File: config.mk
export PLATFORM = sky130hd
export DESIGN_NAME = ps_cfg_host
export DESIGN_NICKNAME = d
export VERILOG_FILES = /design/src/rtl/ps_cfg_pkg.sv /design/src/rtl/ps_cfg_sync.sv /design/src/rtl/ps_cfg_divider.sv /design/src/rtl/ps_cfg_shifter.sv /design/src/rtl/ps_cfg_host.sv
export SDC_FILE = /design/constraint.sdc
export NUM_CORES = 1
export LEC_CHECK = 0
export ABC_AREA = 1
export ABC_CLOCK_PERIOD_IN_PS = 1600
export BUFFER_PORTS_ARGS = -buffer_cell sky130_fd_sc_hd__buf_4
export CORE_UTILIZATION = 51
export CTS_CLUSTER_DIAMETER = 50
export DETAILED_ROUTE_END_ITERATION = 8
export PLACE_DENSITY = 0.85
export SETUP_SLACK_MARGIN = 0.05
export SLEW_MARGIN = 20
export SYNTH_ARGS = -nofsm -noshare
export SYNTH_HDL_FRONTEND = slang
export SYNTH_SLANG_ARGS = --single-unit
File: constraint.sdc
create_clock -name clk -period 1.6 [get_ports clk]
set_input_delay 0.08 -clock clk [delete_from_list [all_inputs] [get_ports clk]]
set_output_delay 0.08 -clock clk [all_outputs]
set_load 0.01 [all_outputs]
File: src/rtl/ps_cfg_pkg.sv
package ps_cfg_pkg;

  typedef enum logic [2:0] {
    ST_IDLE,
    ST_RESET,
    ST_WAIT,
    ST_SHIFT,
    ST_DONE,
    ST_ERROR
  } cfg_state_e;

  localparam logic [7:0] PAD_BYTE = 8'hFF;

  // Next shift register value once the current low bit has been sent.
  function automatic logic [7:0] lsb_advance(input logic [7:0] b);
    return {1'b0, b[7:1]};
  endfunction

  // True on the last system clock of a half period of dclk.
  function automatic logic div_due(input logic [31:0] cnt, input logic [31:0] div);
    return cnt == (div - 32'd1);
  endfunction

endpackage

File: src/rtl/ps_cfg_sync.sv
module ps_cfg_sync #(
  parameter int W = 2
) (
  input  logic         clk,
  input  logic         rst_n,
  input  logic [W-1:0] async_in,
  output logic [W-1:0] sync_out
);

  for (genvar i = 0; i < W; i++) begin : g_bit
    logic meta_q, sync_q;
    always_ff @(posedge clk or negedge rst_n) begin
      if (!rst_n) begin
        meta_q <= 1'b0;
        sync_q <= 1'b0;
      end else begin
        meta_q <= async_in[i];
        sync_q <= meta_q;
      end
    end
    assign sync_out[i] = sync_q;
  end

endmodule

File: src/rtl/ps_cfg_divider.sv
module ps_cfg_divider
  import ps_cfg_pkg::*;
#(
  parameter int DIV = 2
) (
  input  logic clk,
  input  logic rst_n,
  input  logic en,
  output logic tick
);

  localparam int CW = (DIV > 1) ? $clog2(DIV) : 1;

  logic [CW-1:0] cnt;

  assign tick = en && div_due(32'(cnt), 32'(DIV));

  always_ff @(posedge clk or negedge rst_n) begin
    if (!rst_n)       cnt <= '0;
    else if (!en)     cnt <= '0;
    else if (tick)    cnt <= '0;
    else              cnt <= cnt + 1'b1;
  end

  if (DIV > 1) begin : g_gap_chk
    // half periods never collapse to one system clock
    p_tick_gap_r4: assert property (@(posedge clk) disable iff (!rst_n)
      tick |=> !tick);
  end

endmodule

File: src/rtl/ps_cfg_shifter.sv
module ps_cfg_shifter
  import ps_cfg_pkg::*;
(
  input  logic       clk,
  input  logic       rst_n,
  input  logic       run,
  input  logic       load,
  input  logic [7:0] load_byte,
  input  logic       tick,
  output logic       busy,
  output logic       byte_end,
  output logic       dclk,
  output logic       data0
);

  logic [7:0] sh_q;
  logic [2:0] bit_q;
  logic       have_q;
  logic       dclk_q;

  assign busy     = have_q;
  assign dclk     = dclk_q;
  assign data0    = have_q & sh_q[0];
  assign byte_end = have_q && tick && dclk_q && (bit_q == 3'd7);

  always_ff @(posedge clk or negedge rst_n) begin
    if (!rst_n) begin
      sh_q   <= '0;
      bit_q  <= '0;
      have_q <= 1'b0;
      dclk_q <= 1'b0;
    end else if (!run) begin
      have_q <= 1'b0;
      dclk_q <= 1'b0;
      bit_q  <= '0;
    end else if (load && !have_q) begin
      sh_q   <= load_byte;
      bit_q  <= '0;
      have_q <= 1'b1;
    end else if (have_q && tick) begin
      if (!dclk_q) begin
        dclk_q <= 1'b1;
      end else begin
        dclk_q <= 1'b0;
        sh_q   <= lsb_advance(sh_q);
        bit_q  <= bit_q + 3'd1;
        if (bit_q == 3'd7) have_q <= 1'b0;
      end
    end
  end

  // the target's sampling edge sees a settled data line
  p_data_hold_high_r4: assert property (@(posedge clk) disable iff (!rst_n)
    (dclk && $past(dclk)) |-> $stable(data0));

endmodule

File: src/rtl/ps_cfg_host.sv
module ps_cfg_host
  import ps_cfg_pkg::*;
#(
  parameter int CLK_DIV    = 2,
  parameter int RST_HOLD   = 8,
  parameter int TAIL_BYTES = 3
) (
  input  logic       clk,
  input  logic       rst_n,
  input  logic       start,
  input  logic [7:0] in_data,
  input  logic       in_valid,
  input  logic       in_last,
  output logic       in_ready,
  output logic       config_n,
  output logic       dclk,
  output logic       data0,
  input  logic       status_n,
  input  logic       conf_done,
  output logic       done,
  output logic       error
);

  localparam int HW = (RST_HOLD > 1) ? $clog2(RST_HOLD) : 1;
  localparam int TW = $clog2(TAIL_BYTES + 1);
  localparam logic [HW-1:0] HOLD_LAST = HW'(RST_HOLD - 1);
  localparam logic [TW-1:0] TAIL_MAX  = TW'(TAIL_BYTES);

  cfg_state_e state_q;
  logic [HW-1:0] hold_q;
  logic [TW-1:0] tail_cnt_q;
  logic tail_q, fin_q, conf_q;

  // named internal events
  logic [1:0] sync_vec;
  logic status_ok, conf_s, conf_rise, fin_any;
  logic sh_busy, byte_end, tick, load_req, tail_exhausted, accept, shifting;
  logic [7:0] load_byte;

  ps_cfg_sync #(.W(2)) u_sync (
    .clk(clk), .rst_n(rst_n),
    .async_in({conf_done, status_n}),
    .sync_out(sync_vec)
  );
  assign status_ok = sync_vec[0];
  assign conf_s    = sync_vec[1];
  assign conf_rise = conf_s && !conf_q;

  assign shifting       = (state_q == ST_SHIFT);
  assign fin_any        = fin_q || conf_rise;
  assign tail_exhausted = (tail_cnt_q == TAIL_MAX);
  assign in_ready       = shifting && status_ok && !sh_busy && !tail_q && !fin_any;
  assign accept         = in_ready && in_valid;
  assign load_req       = shifting && status_ok && !sh_busy && !fin_any &&
                          (tail_q ? !tail_exhausted : in_valid);
  assign load_byte      = tail_q ? PAD_BYTE : in_data;

  ps_cfg_divider #(.DIV(CLK_DIV)) u_div (
    .clk(clk), .rst_n(rst_n), .en(sh_busy), .tick(tick)
  );

  ps_cfg_shifter u_shift (
    .clk(clk), .rst_n(rst_n),
    .run(shifting && status_ok),
    .load(load_req), .load_byte(load_byte), .tick(tick),
    .busy(sh_busy), .byte_end(byte_end),
    .dclk(dclk), .data0(data0)
  );

  assign config_n = (state_q != ST_RESET);
  assign done     = (state_q == ST_DONE);
  assign error    = (state_q == ST_ERROR);

  always_ff @(posedge clk or negedge rst_n) begin
    if (!rst_n) conf_q <= 1'b0;
    else        conf_q <= conf_s;
  end

  always_ff @(posedge clk or negedge rst_n) begin
    if (!rst_n) begin
      state_q    <= ST_IDLE;
      hold_q     <= '0;
      tail_cnt_q <= '0;
      tail_q     <= 1'b0;
      fin_q      <= 1'b0;
    end else begin
      case (state_q)
        ST_IDLE, ST_DONE, ST_ERROR: begin
          if (start) begin
            state_q    <= ST_RESET;
            hold_q     <= '0;
            tail_cnt_q <= '0;
            tail_q     <= 1'b0;
            fin_q      <= 1'b0;
          end
        end
        ST_RESET: begin
          if (hold_q == HOLD_LAST) state_q <= ST_WAIT;
          else                     hold_q  <= hold_q + 1'b1;
        end
        ST_WAIT: begin
          if (status_ok) state_q <= ST_SHIFT;
        end
        ST_SHIFT: begin
          if (conf_rise)             fin_q      <= 1'b1;
          if (accept && in_last)     tail_q     <= 1'b1;
          if (load_req && tail_q)    tail_cnt_q <= tail_cnt_q + 1'b1;
          if (!status_ok)                               state_q <= ST_ERROR;
          else if (fin_any && !sh_busy)                 state_q <= ST_DONE;
          else if (tail_q && tail_exhausted && !sh_busy) state_q <= ST_ERROR;
        end
        default: state_q <= ST_IDLE;
      endcase
    end
  end

  // bytes are only requested once the target reads as ready
  p_ready_needs_status_r3: assert property (@(posedge clk) disable iff (!rst_n)
    in_ready |-> status_ok);
  // a new byte is only offered with the serial clock parked low
  p_ready_clock_low_r6: assert property (@(posedge clk) disable iff (!rst_n)
    in_ready |-> !dclk);
  // once complete the link is quiet
  p_done_quiet_r7: assert property (@(posedge clk) disable iff (!rst_n)
    done |-> (!dclk && !in_ready));
  // completion arrives only on a byte boundary
  p_done_on_boundary_r7: assert property (@(posedge clk) disable iff (!rst_n)
    $rose(done) |-> !$past(sh_busy));
  // outcome flags never coexist
  p_flags_exclusive_r8: assert property (@(posedge clk) disable iff (!rst_n)
    !(done && error));
  // a dropped status during shifting aborts on the next edge
  p_fault_to_error_r8: assert property (@(posedge clk) disable iff (!rst_n)
    (shifting && !status_ok) |=> error);
  // a start request mid-load does not restart the reset phase
  p_start_ignored_r10: assert property (@(posedge clk) disable iff (!rst_n)
    (shifting && start) |=> config_n);

endmodule

# [Word level (Yosys, flattened, before mapping)]
# Cells that the tools add are included.
[classes] n_addsub=4 eq_ne=22 muxes=38 n_bitwise=1 reduce_logical=37
[ops] operator="2-to-1 mux 3 bit" count=12
[ops] operator="2-to-1 mux 8 bit" count=4
[ops] operator="AND reduction 3 bit" count=6
[ops] operator="logical AND 1 bit" count=16
[ops] operator="2-to-1 mux 1 bit" count=15
[ops] operator="== test 3 bit (second input constant)" count=4
[ops] operator="!= test 2 bit (second input constant)" count=6
[ops] operator="one-hot mux 3 bit (4 select lines)" count=1
[ops] operator="!= test 3 bit (second input constant)" count=3
[ops] operator="nonzero test 2 bit" count=4
[ops] operator="adder 3 x 1 -> 3 bit (second input constant)" count=2
[ops] operator="== test 3 x 2 -> 1 bit (second input constant)" count=2
[ops] operator="!= test 2 x 1 -> 1 bit (second input constant)" count=3
[ops] operator="one-hot mux 3 bit (2 select lines)" count=1
[ops] operator="zero test 1 bit" count=5
[ops] operator="2-to-1 mux 2 bit" count=2
[ops] operator="!= test 4 bit (second input constant)" count=1
[ops] operator="one-hot mux 1 bit (2 select lines)" count=2
[ops] operator="one-hot mux 2 bit (2 select lines)" count=1
[ops] operator="AND reduction 2 bit" count=2
[ops] operator="AND reduction 4 bit" count=1
[ops] operator="== test 3 x 1 -> 1 bit (second input constant)" count=1
[ops] operator="zero test 3 bit" count=1
[ops] operator="!= test 3 x 1 -> 1 bit (second input constant)" count=1
[ops] operator="other kinds (6)" count=6
[word_totals] register_bits=29 input_bits=15 output_inout_bits=6 word_cells=117

# [Depth between registers and ports, before layout]
# Gate-level depths: netlist (run 1).
[depth] word_depth=9 mapped_depth=10 mapped_depth_nobuf=9

# [By module]
# A second synthesis (run 1) with hierarchy kept.
[unflattened] cells_unflattened=213 area_unflattened_um2=1651.6
[by_module_without_submodules] mod="ps_cfg_host" n_inst=1 cells_each=108 area_each_um2=779.5 seq_area_each_um2=275.3
[by_module_without_submodules] mod="ps_cfg_shifter" n_inst=1 cells_each=94 area_each_um2=714.4 seq_area_each_um2=325.3
[by_module_without_submodules] mod="ps_cfg_sync" n_inst=1 cells_each=6 area_each_um2=115.1 seq_area_each_um2=100.1
[by_module_without_submodules] mod="ps_cfg_divider" n_inst=1 cells_each=5 area_each_um2=42.5 seq_area_each_um2=25.0

# [Worst setup path before layout (run 1)]
# OpenSTA, ideal clock, no wires.
[synth_timing] path_type="register to register" from="reg tail_cnt_q[0]" to="reg u_shift.sh_q[4]" arrival_ps=1355 required_time_ps=1484 slack_ps=129 path_stages_with_launch=9 path_buffers=1 period_less_slack_ps=1471 cell_sequence="dfrtp_1 ha_1 o21ai_4 nand3_4 buf_6 nand2_1 nand2_1 nand2_1 nand2_1"
[synth_via] elab_chain_len=7 elab_cells_between_ends=9 cone_classes="eq/ne: 1; mux: 2; reduce/logical: 6"
[synth_lines] item="start, declared" line_no="ps_cfg_host.sv:31" rtl="logic [TW-1:0] tail_cnt_q;"
[synth_lines] item="start signal, assigned" line_no="ps_cfg_host.sv:107" rtl="if (load_req && tail_q) tail_cnt_q <= tail_cnt_q + 1'b1;"
[synth_lines] item="== test 2 bit *" line_no="ps_cfg_host.sv:51" rtl="assign tail_exhausted = (tail_cnt_q == TAIL_MAX);"
[synth_lines] item="zero test 1 bit *" line_no="ps_cfg_host.sv:55" rtl="(tail_q ? !tail_exhausted : in_valid);"
[synth_lines] item="2-to-1 mux 1 bit *" line_no="ps_cfg_host.sv:55"
[synth_lines] item="logical AND 1 bit *" line_no="ps_cfg_host.sv:54" rtl="assign load_req = shifting && status_ok && !sh_busy && !fin_any &&"
[synth_lines] item="logical AND 1 bit *" line_no="ps_cfg_shifter.sv:36" rtl="end else if (load && !have_q) begin"
[synth_lines] item="nonzero test 2 bit (no line)"
[synth_lines] item="AND reduction 3 bit (no line)"
[synth_lines] item="end signal, assigned" line_no="ps_cfg_shifter.sv:37" rtl="sh_q <= load_byte;"
[synth_lines] item="end signal, assigned" line_no="ps_cfg_shifter.sv:45" rtl="sh_q <= lsb_advance(sh_q);"
[synth_lines] item="end, declared" line_no="ps_cfg_shifter.sv:16" rtl="logic [7:0] sh_q;"
# Every way passes the cells marked *; elsewhere a longest branch is shown, timed or not.
# A chain may end at the register's enable or synchronous reset.

# [Worst setup path after layout (run 1)]
[layout_timing] from="reg u_sync.g_bit[1].sync_q" to="reg u_shift.sh_q[6]"
[layout_via] elab_chain_len=8 elab_cells_between_ends=10 cone_classes="mux: 1; reduce/logical: 9"
[layout_lines] item="start, declared" line_no="ps_cfg_sync.sv:11" rtl="logic meta_q, sync_q;"
[layout_lines] item="start signal, assigned" line_no="ps_cfg_sync.sv:18" rtl="sync_q <= meta_q;"
[layout_lines] item="logical AND 1 bit *" line_no="ps_cfg_host.sv:47" rtl="assign conf_rise = conf_s && !conf_q;"
[layout_lines] item="logical OR 1 bit *" line_no="ps_cfg_host.sv:50" rtl="assign fin_any = fin_q || conf_rise;"
[layout_lines] item="zero test 1 bit *" line_no="ps_cfg_host.sv:54"
[layout_lines] item="logical AND 1 bit * (2 in a row)" line_no="ps_cfg_host.sv:54"
[layout_lines] item="logical AND 1 bit *" line_no="ps_cfg_shifter.sv:36"
[layout_lines] item="nonzero test 2 bit (no line)"
[layout_lines] item="AND reduction 3 bit (no line)"
# Marks and branches as above.

==> results of run 1 <==
==> layer usage <==
layer	vias to the layer above	global-route usage	wire, µm
met2	31	0.343	1660
met1	678	0.274	1460
li1	715	-	-
met3	8	0.0469	93
met4	0	0.0918	64
met5	-	0	0
==> final cells by class <==
cell class / count / area, µm²
Sequential cell: 29 / 726
Inverter: 19 / 71.3
Clock inverter: 1 / 5.00
Fill cell: 229 / 952
Timing Repair Buffer: 40 / 327
Multi-Input combinational cell: 143 / 827
Tap cell: 44 / 55.1
Clock buffer: 7 / 65.1
==> worst max path at each step <==
| stage | endpoint | slack, ns | start | cells after the start |
|---|---|---|---|---|
| after detailed placement | u_shift.sh_q[6] | 0.10 | state_q[2] | 8 |
| after CTS | u_shift.sh_q[6] | 0.07 | state_q[2] | 8 |
| after global placement | u_shift.sh_q[2] | 0.14 | state_q[2] | 8 |
| final | u_shift.sh_q[6] | 0.1 | u_sync.g_bit[1].sync_q | 8 |
| after floorplan | u_shift.sh_q[4] | 0.13 | tail_cnt_q[0] | 8 |
| after global routing | u_shift.sh_q[6] | -0.008 | u_sync.g_bit[1].sync_q | 8 |
==> power by group through the flow <==
stage	combinational [W]	clock [W]	sequential (W)
3_5_place_dp	0.00109	0	0.000957
2_1_floorplan	0.000748	0	0.000929
3_3_place_gp	0.00105	0	0.000950
6_report	0.00126	0.000506	0.000940
5_1_grt	0.00140	0.000547	0.000951
4_1_cts	0.00114	0.000520	0.000935
==> sequential cells by signal, summed over array words and instances (netlist names) <==
register,cells
u_sync.g_bit.sync_q,2
u_shift.sh_q,8
fin_q,1
hold_q,3
u_div.cnt,1
u_sync.g_bit.meta_q,2
u_shift.bit_q,3
conf_q,1
u_shift.busy,1
u_shift.dclk,1
tail_cnt_q,2
tail_q,1
state_q,3
==> through the flow <==
step | setup WS (ns) | hold slack, ns | utilization | instances
2_1_floorplan | 0.129 | -0.216 | - | 194
3_3_place_gp | 0.135 | 0.0245 | 0.621 | 266
3_5_place_dp | 0.105 | 0.0219 | 0.621 | 266
4_1_cts | 0.0666 | 0.0193 | 0.663 | 279
5_1_grt | -0.00781 | 0.0330 | 0.686 | 283
6_report | 0.0959 | 0.0251 | 0.686 | 283
==> worst max-delay path, stage by stage, from the launching register on <==
cell	delay, ns
dfrtp_1	0.42
nand2_1	0.14
nand2_1	0.10
nor2_1	0.21
nand3_4	0.13
nand2_1	0.10
nand2_2	0.15
nand2_1	0.10
nand2_1	0.06
==> cell families after synthesis <==
kind of cell    count (synthesis)  synth area share
simple gates                  123             0.386
buf+inv                        22            0.0581
compound gates                 15            0.0682
flops                          29             0.449
fa+ha+maj                       5            0.0387
==> placed cells by master (no fill, tap or decap), types with 3 or more instances in the layout <==
cell / n
or2_2: 7
nor2_1: 7
o21ai_0: 3
clkbuf_4: 5
nand3_4: 4
nand2_1: 66
dfrtp_1: 29
nand4_1: 3
a21oi_1: 5
dlygate4sd3_1: 4
buf_4: 34
inv_2: 3
ha_1: 4
nand3_1: 24
inv_1: 16
==> repair_timing <==
| item | CTS | global route |
|---|---|---|
| pin swaps | 0 | 4 |
| resized for setup | 2 | 7 |
| setup buffers | 1 | 4 |
| hold endpoints to repair | 32 | 0 |
| hold buffers | 4 | 0 |
| setup endpoints to repair | 1 | 22 |
==> results_dict.tcl, run 1 <==
set metrics [dict create \
    die_w_um 58.3 \
    hp-start "in_last" \
    syn_area_um2 1620 \
    num_antenna_cells 0 \
    p_leak_nw 1.12 \
    yosys_warnings 0 \
    ff2ff_path_depth 8 \
    start_util 0.533 \
    core.rowCount 20 \
    worstMarginPinSlew_ns 0.357 \
    hpwlAfterDp_mm 2.28 \
    drt_iter0_drc 61 \
    die_h_um 58.3 \
    internal_power_w 0.00162 \
    hold_end "tail_q" \
    syn_nets 214 \
    design_power_total_w 0.00270 \
    routed_wl_mm 3.28 \
    synth-seq-cells 29 \
    p_per_area_nw_per_um2 1300 \
    synth-edff-count 0 \
    maxCapViolations 0 \
    sequentialPowerShare 0.348 \
    cts_root_buf "clkbuf_4" \
    r2r_slack_ns 0.1 \
    clk_pin_slew_ns 0.09 \
    vias 1432 \
    drive_above_1_share 0.301 \
    h-tree-depth 2 \
    grt-ovfl-total 0 \
    gp_congestion 0.843 \
    yosysMostFrequentCell "nand2_1" \
    tns_ns 0 \
    die_area_um2 3400 \
    synth_ff_type "dfrtp_1" \
    syn_inst 194 \
    worstPathArrival_ns 1.71 \
    slew_headroom 0.762 \
    final_nets 258 \
    grt_pass1_wl_mm 5.39 \
    io_buffers 20 \
    status "complete, no violations" \
    endpoint_kind "flip-flop" \
    crit_type "flip-flop to flip-flop" \
    yosysSeqAreaShare 0.449 \
    cts_tree "built" \
    grt_max_degree 30 \
    insertion_delay_ns 0.32 \
    avgSynthCellArea_um2 8.33 \
    p_comb_frac 0.465 \
    ir_worst_vdd_v 0.000853 \
    grt_pass1_vias 1273 \
    min_path_cells 3 \
    grt_usage 0.212 \
    routedWlPerCell_um 11.6 \
    power.switching_w 0.00108 \
    max_freq_ghz 0.665 \
    netlist_top_cells_area "dfrtp_1, nand2_1, nand3_1, inv_1, ha_1" \
    final.setup_skew_ns 0.0141 \
    slew_violations 0 \
    viasPerCell 5.06 \
    drcViolationCount 0 \
    core_um2 3030 \
    power_frac_clock 0.187 \
    final_hold_viol_count 0 \
    dr.pass1.iters 4 \
    route.antenna.remaining_nets 0 \
    r2r-end "u_shift.sh_q[6]" \
    swShare 0.400 \
    cts.sinks 29 \
    min_period_ns 1.50 \
    cp.required_ns 1.81 \
    fin_crit_sh 0.940 \
    async_flop_share 1.00 \
    area_growth_pct 28.5 \
    setup-violations-final 0 \
    hp-class "input pin to flip-flop" \
    regToRegStartpoint "u_sync.g_bit[1].sync_q" \
    yosysTopAreaCell "dfrtp_1" \
    crit_path_start_kind "flip-flop" \
    cts_buffer_depth 2 \
    rsz0062_at_grt "yes" \
    crit_path_max_fanout 10 \
    place_area_um2 1880 \
    ioPinCount 21 \
    post-route-cell-area_um2 2080 \
    antenna_found_initial 0 \
    synth_cell_types 26 \
    synth_common_cells "nand2_1, dfrtp_1, nand3_1" \
    synth_top_area_frac 0.449 \
    cts_buffers 5 \
]
Power figures use the tool's default switching activity.
==> run 2: changes to the inputs <==
--- a/config.mk
+++ b/config.mk
@@ -5,13 +5,12 @@
 export SDC_FILE = /design/constraint.sdc
 export NUM_CORES = 1
 export LEC_CHECK = 0
-export ABC_AREA = 1
 export ABC_CLOCK_PERIOD_IN_PS = 1600
 export BUFFER_PORTS_ARGS = -buffer_cell sky130_fd_sc_hd__buf_4
-export CORE_UTILIZATION = 51
+export CORE_UTILIZATION = 50
 export CTS_CLUSTER_DIAMETER = 50
 export DETAILED_ROUTE_END_ITERATION = 8
-export PLACE_DENSITY = 0.85
+export PLACE_DENSITY = 0.84
 export SETUP_SLACK_MARGIN = 0.05
 export SLEW_MARGIN = 20
 export SYNTH_ARGS = -nofsm -noshare
==> run 2 against run 1 <==
- the run now ends with DRC, setup timing left
- critical path depth fell by 1
- clock power fell by 14%
- combinational power rose by 13%
- global-route usage rose by 5.7 points
- cell area rose by 5.8%
- synthesized area fell by 7.1%
- via count fell by 5.3%
- maximum frequency fell by 24%
- hold slack improved by 0.051 ns
- worst setup slack got worse by 0.48 ns
- power rose by 7.3%
- cell count fell by 17%
- largest cell class unchanged
- largest power group unchanged
==> results_dict.tcl, run 2 <==
set metrics [dict create \
    worstMarginPinSlew_ns 0.379 \
    synth_top_area_frac 0.484 \
    crit_chain "ha_2 -> nand2_4 -> o21ai_4 -> or4_4 -> a21oi_4 -> buf_6 -> mux2_4" \
    hpwlAfterDp_mm 2.43 \
    grt_pass1_vias 1391 \
    pre_cts_ws_ns -0.310 \
    vias 1356 \
    yosysTopAreaCell "dfrtp_1" \
    synth_ff_type "dfrtp_1" \
    ir_worst_vdd_v 0.00100 \
    final_hold_viol_count 0 \
    core_um2 2810 \
    yosys_warnings 0 \
    area_growth_pct 46.4 \
    maxCapViolations 0 \
    h-tree-depth 2 \
    grt-ovfl-total 0 \
    yosysMostFrequentCell "dfrtp_1" \
    ioPinCount 21 \
    crit_path_start_kind "flip-flop" \
    fin_crit_sh 1.24 \
    clk_pin_slew_ns 0.09 \
    hp-start "start" \
    routedWlPerCell_um 18.3 \
    route.antenna.remaining_nets 0 \
    syn_nets 157 \
    drive_above_1_share 0.473 \
    drcViolationCount 4 \
    grt_max_degree 30 \
    regToRegStartpoint "tail_cnt_q[0]" \
    status "finished, violations left" \
    crit_type "flip-flop to flip-flop" \
    yosysSeqAreaShare 0.484 \
    setup-violations-final 18 \
    regMostFlops "u_shift.sh_q" \
    io_buffers 20 \
    core.rowCount 19 \
    routed_wl_mm 4.28 \
    synth_cell_types 43 \
    worstPathArrival_ns 2.22 \
    cts_buffers 5 \
    start_util 0.535 \
    syn_area_um2 1500 \
    rsz0062_at_grt "yes" \
    cts_tree "built" \
    largest_reg_flops 8 \
    cts_buffer_depth 2 \
    crit_path_max_fanout 3 \
    dp_cells 206 \
    viasPerCell 5.79 \
    final_cell_mix "buf_4, dfrtp_1, buf_6" \
    synth-seq-cells 29 \
    endpoint_kind "flip-flop" \
    synth_common_cells "dfrtp_1, nor2_1, mux2i_1" \
    avgSynthCellArea_um2 11.0 \
    slew_headroom 0.747 \
    final_common_cell "buf_4" \
    grt_usage 0.269 \
    cp_slowest_cell "or4_4" \
    min_period_ns 1.99 \
    syn_inst 137 \
    cts_root_buf "clkbuf_4" \
    die_w_um 56.8 \
    setup_ws_ns -0.387 \
    die_area_um2 3220 \
    dr.pass1.iters 6 \
    num_antenna_cells 0 \
    violations "DRC, setup timing" \
    p_leak_nw 1.09 \
    cts.sinks 29 \
    final_nets 222 \
    grt_pass1_wl_mm 6.35 \
    stdcell_count 234 \
    hp-class "input pin to flip-flop" \
    async_flop_share 1.00 \
    p_per_area_nw_per_um2 1320 \
    die_h_um 56.8 \
    gp_congestion 0.801 \
    netlist_top_cells_area "dfrtp_1, mux2i_1, ha_1, mux2_2, nor2_1" \
    insertion_delay_ns 0.34 \
    cp.required_ns 1.83 \
    max_stage_delay_ns 0.46 \
    drt_iter0_drc 64 \
    slew_violations 0 \
    synth-edff-count 0 \
    final.setup_skew_ns 0.00526 \
    antenna_found_initial 0 \
    max_freq_ghz 0.503 \
    startpoint "tail_cnt_q[0]" \
]
run 2: path summary, 6_finish.rpt:
check | end | slack (ns) | depth (start not counted)
min in group asynchronous | tail_q | 0.20 | 2
min reg2reg | u_sync.g_bit[1].sync_q | 0.36 | 0
max in group asynchronous | hold_q[2] | 1.13 | 2
max reg2reg | u_shift.sh_q[2] | -0.39 | 7
max | u_shift.sh_q[2] | -0.39 | 7
min | state_q[0] | 0.08 | 3
run 2: worst max-delay path: cells and delay by family, from the launching register on:
family	cells	cell delay, ns
AOI/OAI and AO/OA	2	0.29
adders and majority gates	1	0.20
buffers and inverters	1	0.15
DFF	1	0.40
and+or+nand+nor	2	0.54
muxes	1	0.30
run 2: power by group:
group          leakage (nW)  total, W  switching, W  internal (W)
Combinational         0.692   0.00142      0.000678      0.000742
Sequential            0.367   0.00105      0.000134      0.000913
Clock                0.0265  0.000433      0.000258      0.000175
run 2: cell type report:
cell class	instances	area, µm²
Clock buffer	8	48.8
Fill cell	169	609
Inverter	6	22.5
Multi-Input combinational cell	99	847
Sequential cell	29	726
Tap cell	31	38.8
Timing Repair Buffer	61	513
run 2: logic make-up (layout without fill, tap and decap cells):
| family | count (synthesis) | count (layout) | synth area share |
|---|---|---|---|
| buffers and inverters | 10 | 75 | 0.0384 |
| and+or+nand+nor | 45 | 46 | 0.175 |
| adders and majority gates | 5 | 5 | 0.0417 |
| AOI/OAI and AO/OA | 29 | 29 | 0.128 |
| DFF | 29 | 29 | 0.484 |
| muxes | 17 | 17 | 0.121 |
| xor gates and xnor gates | 2 | 2 | 0.0117 |
run 2: per-stage QoR:
step / hold slack, ns / power (W) / setup TNS (ns) / cell area, µm² / util
after floorplan: -0.216 / 0.00172 / -2.76 / 1530 / -
after global placement: 0.0184 / 0.00211 / -2.12 / 1850 / 0.660
after detailed placement: 0.0263 / 0.00219 / -2.77 / 1850 / 0.660
after CTS: 0.0548 / 0.00275 / -2.80 / 2060 / 0.736
after global routing: 0.0571 / 0.00307 / -4.75 / 2200 / 0.783
final: 0.0756 / 0.00290 / -4.20 / 2200 / 0.783
run 2: routing by layer:
| layer | GRT usage | wire length, µm |
|---|---|---|
| met2 | 0.459 | 2250 |
| met1 | 0.312 | 1740 |
| met5 | 0 | 0 |
| met3 | 0.0899 | 187 |
| met4 | 0.105 | 93 |
run 2: timing repair:
| item | CTS | global route |
|---|---|---|
| gates cloned | 0 | 1 |
| hold endpoints to repair | 32 | 0 |
| gates resized for setup | 16 | 19 |
| endpoints found under the setup margin | 18 | 23 |
| setup buffers | 9 | 7 |
| hold buffers | 4 | 0 |
| pin swaps | 4 | 9 |
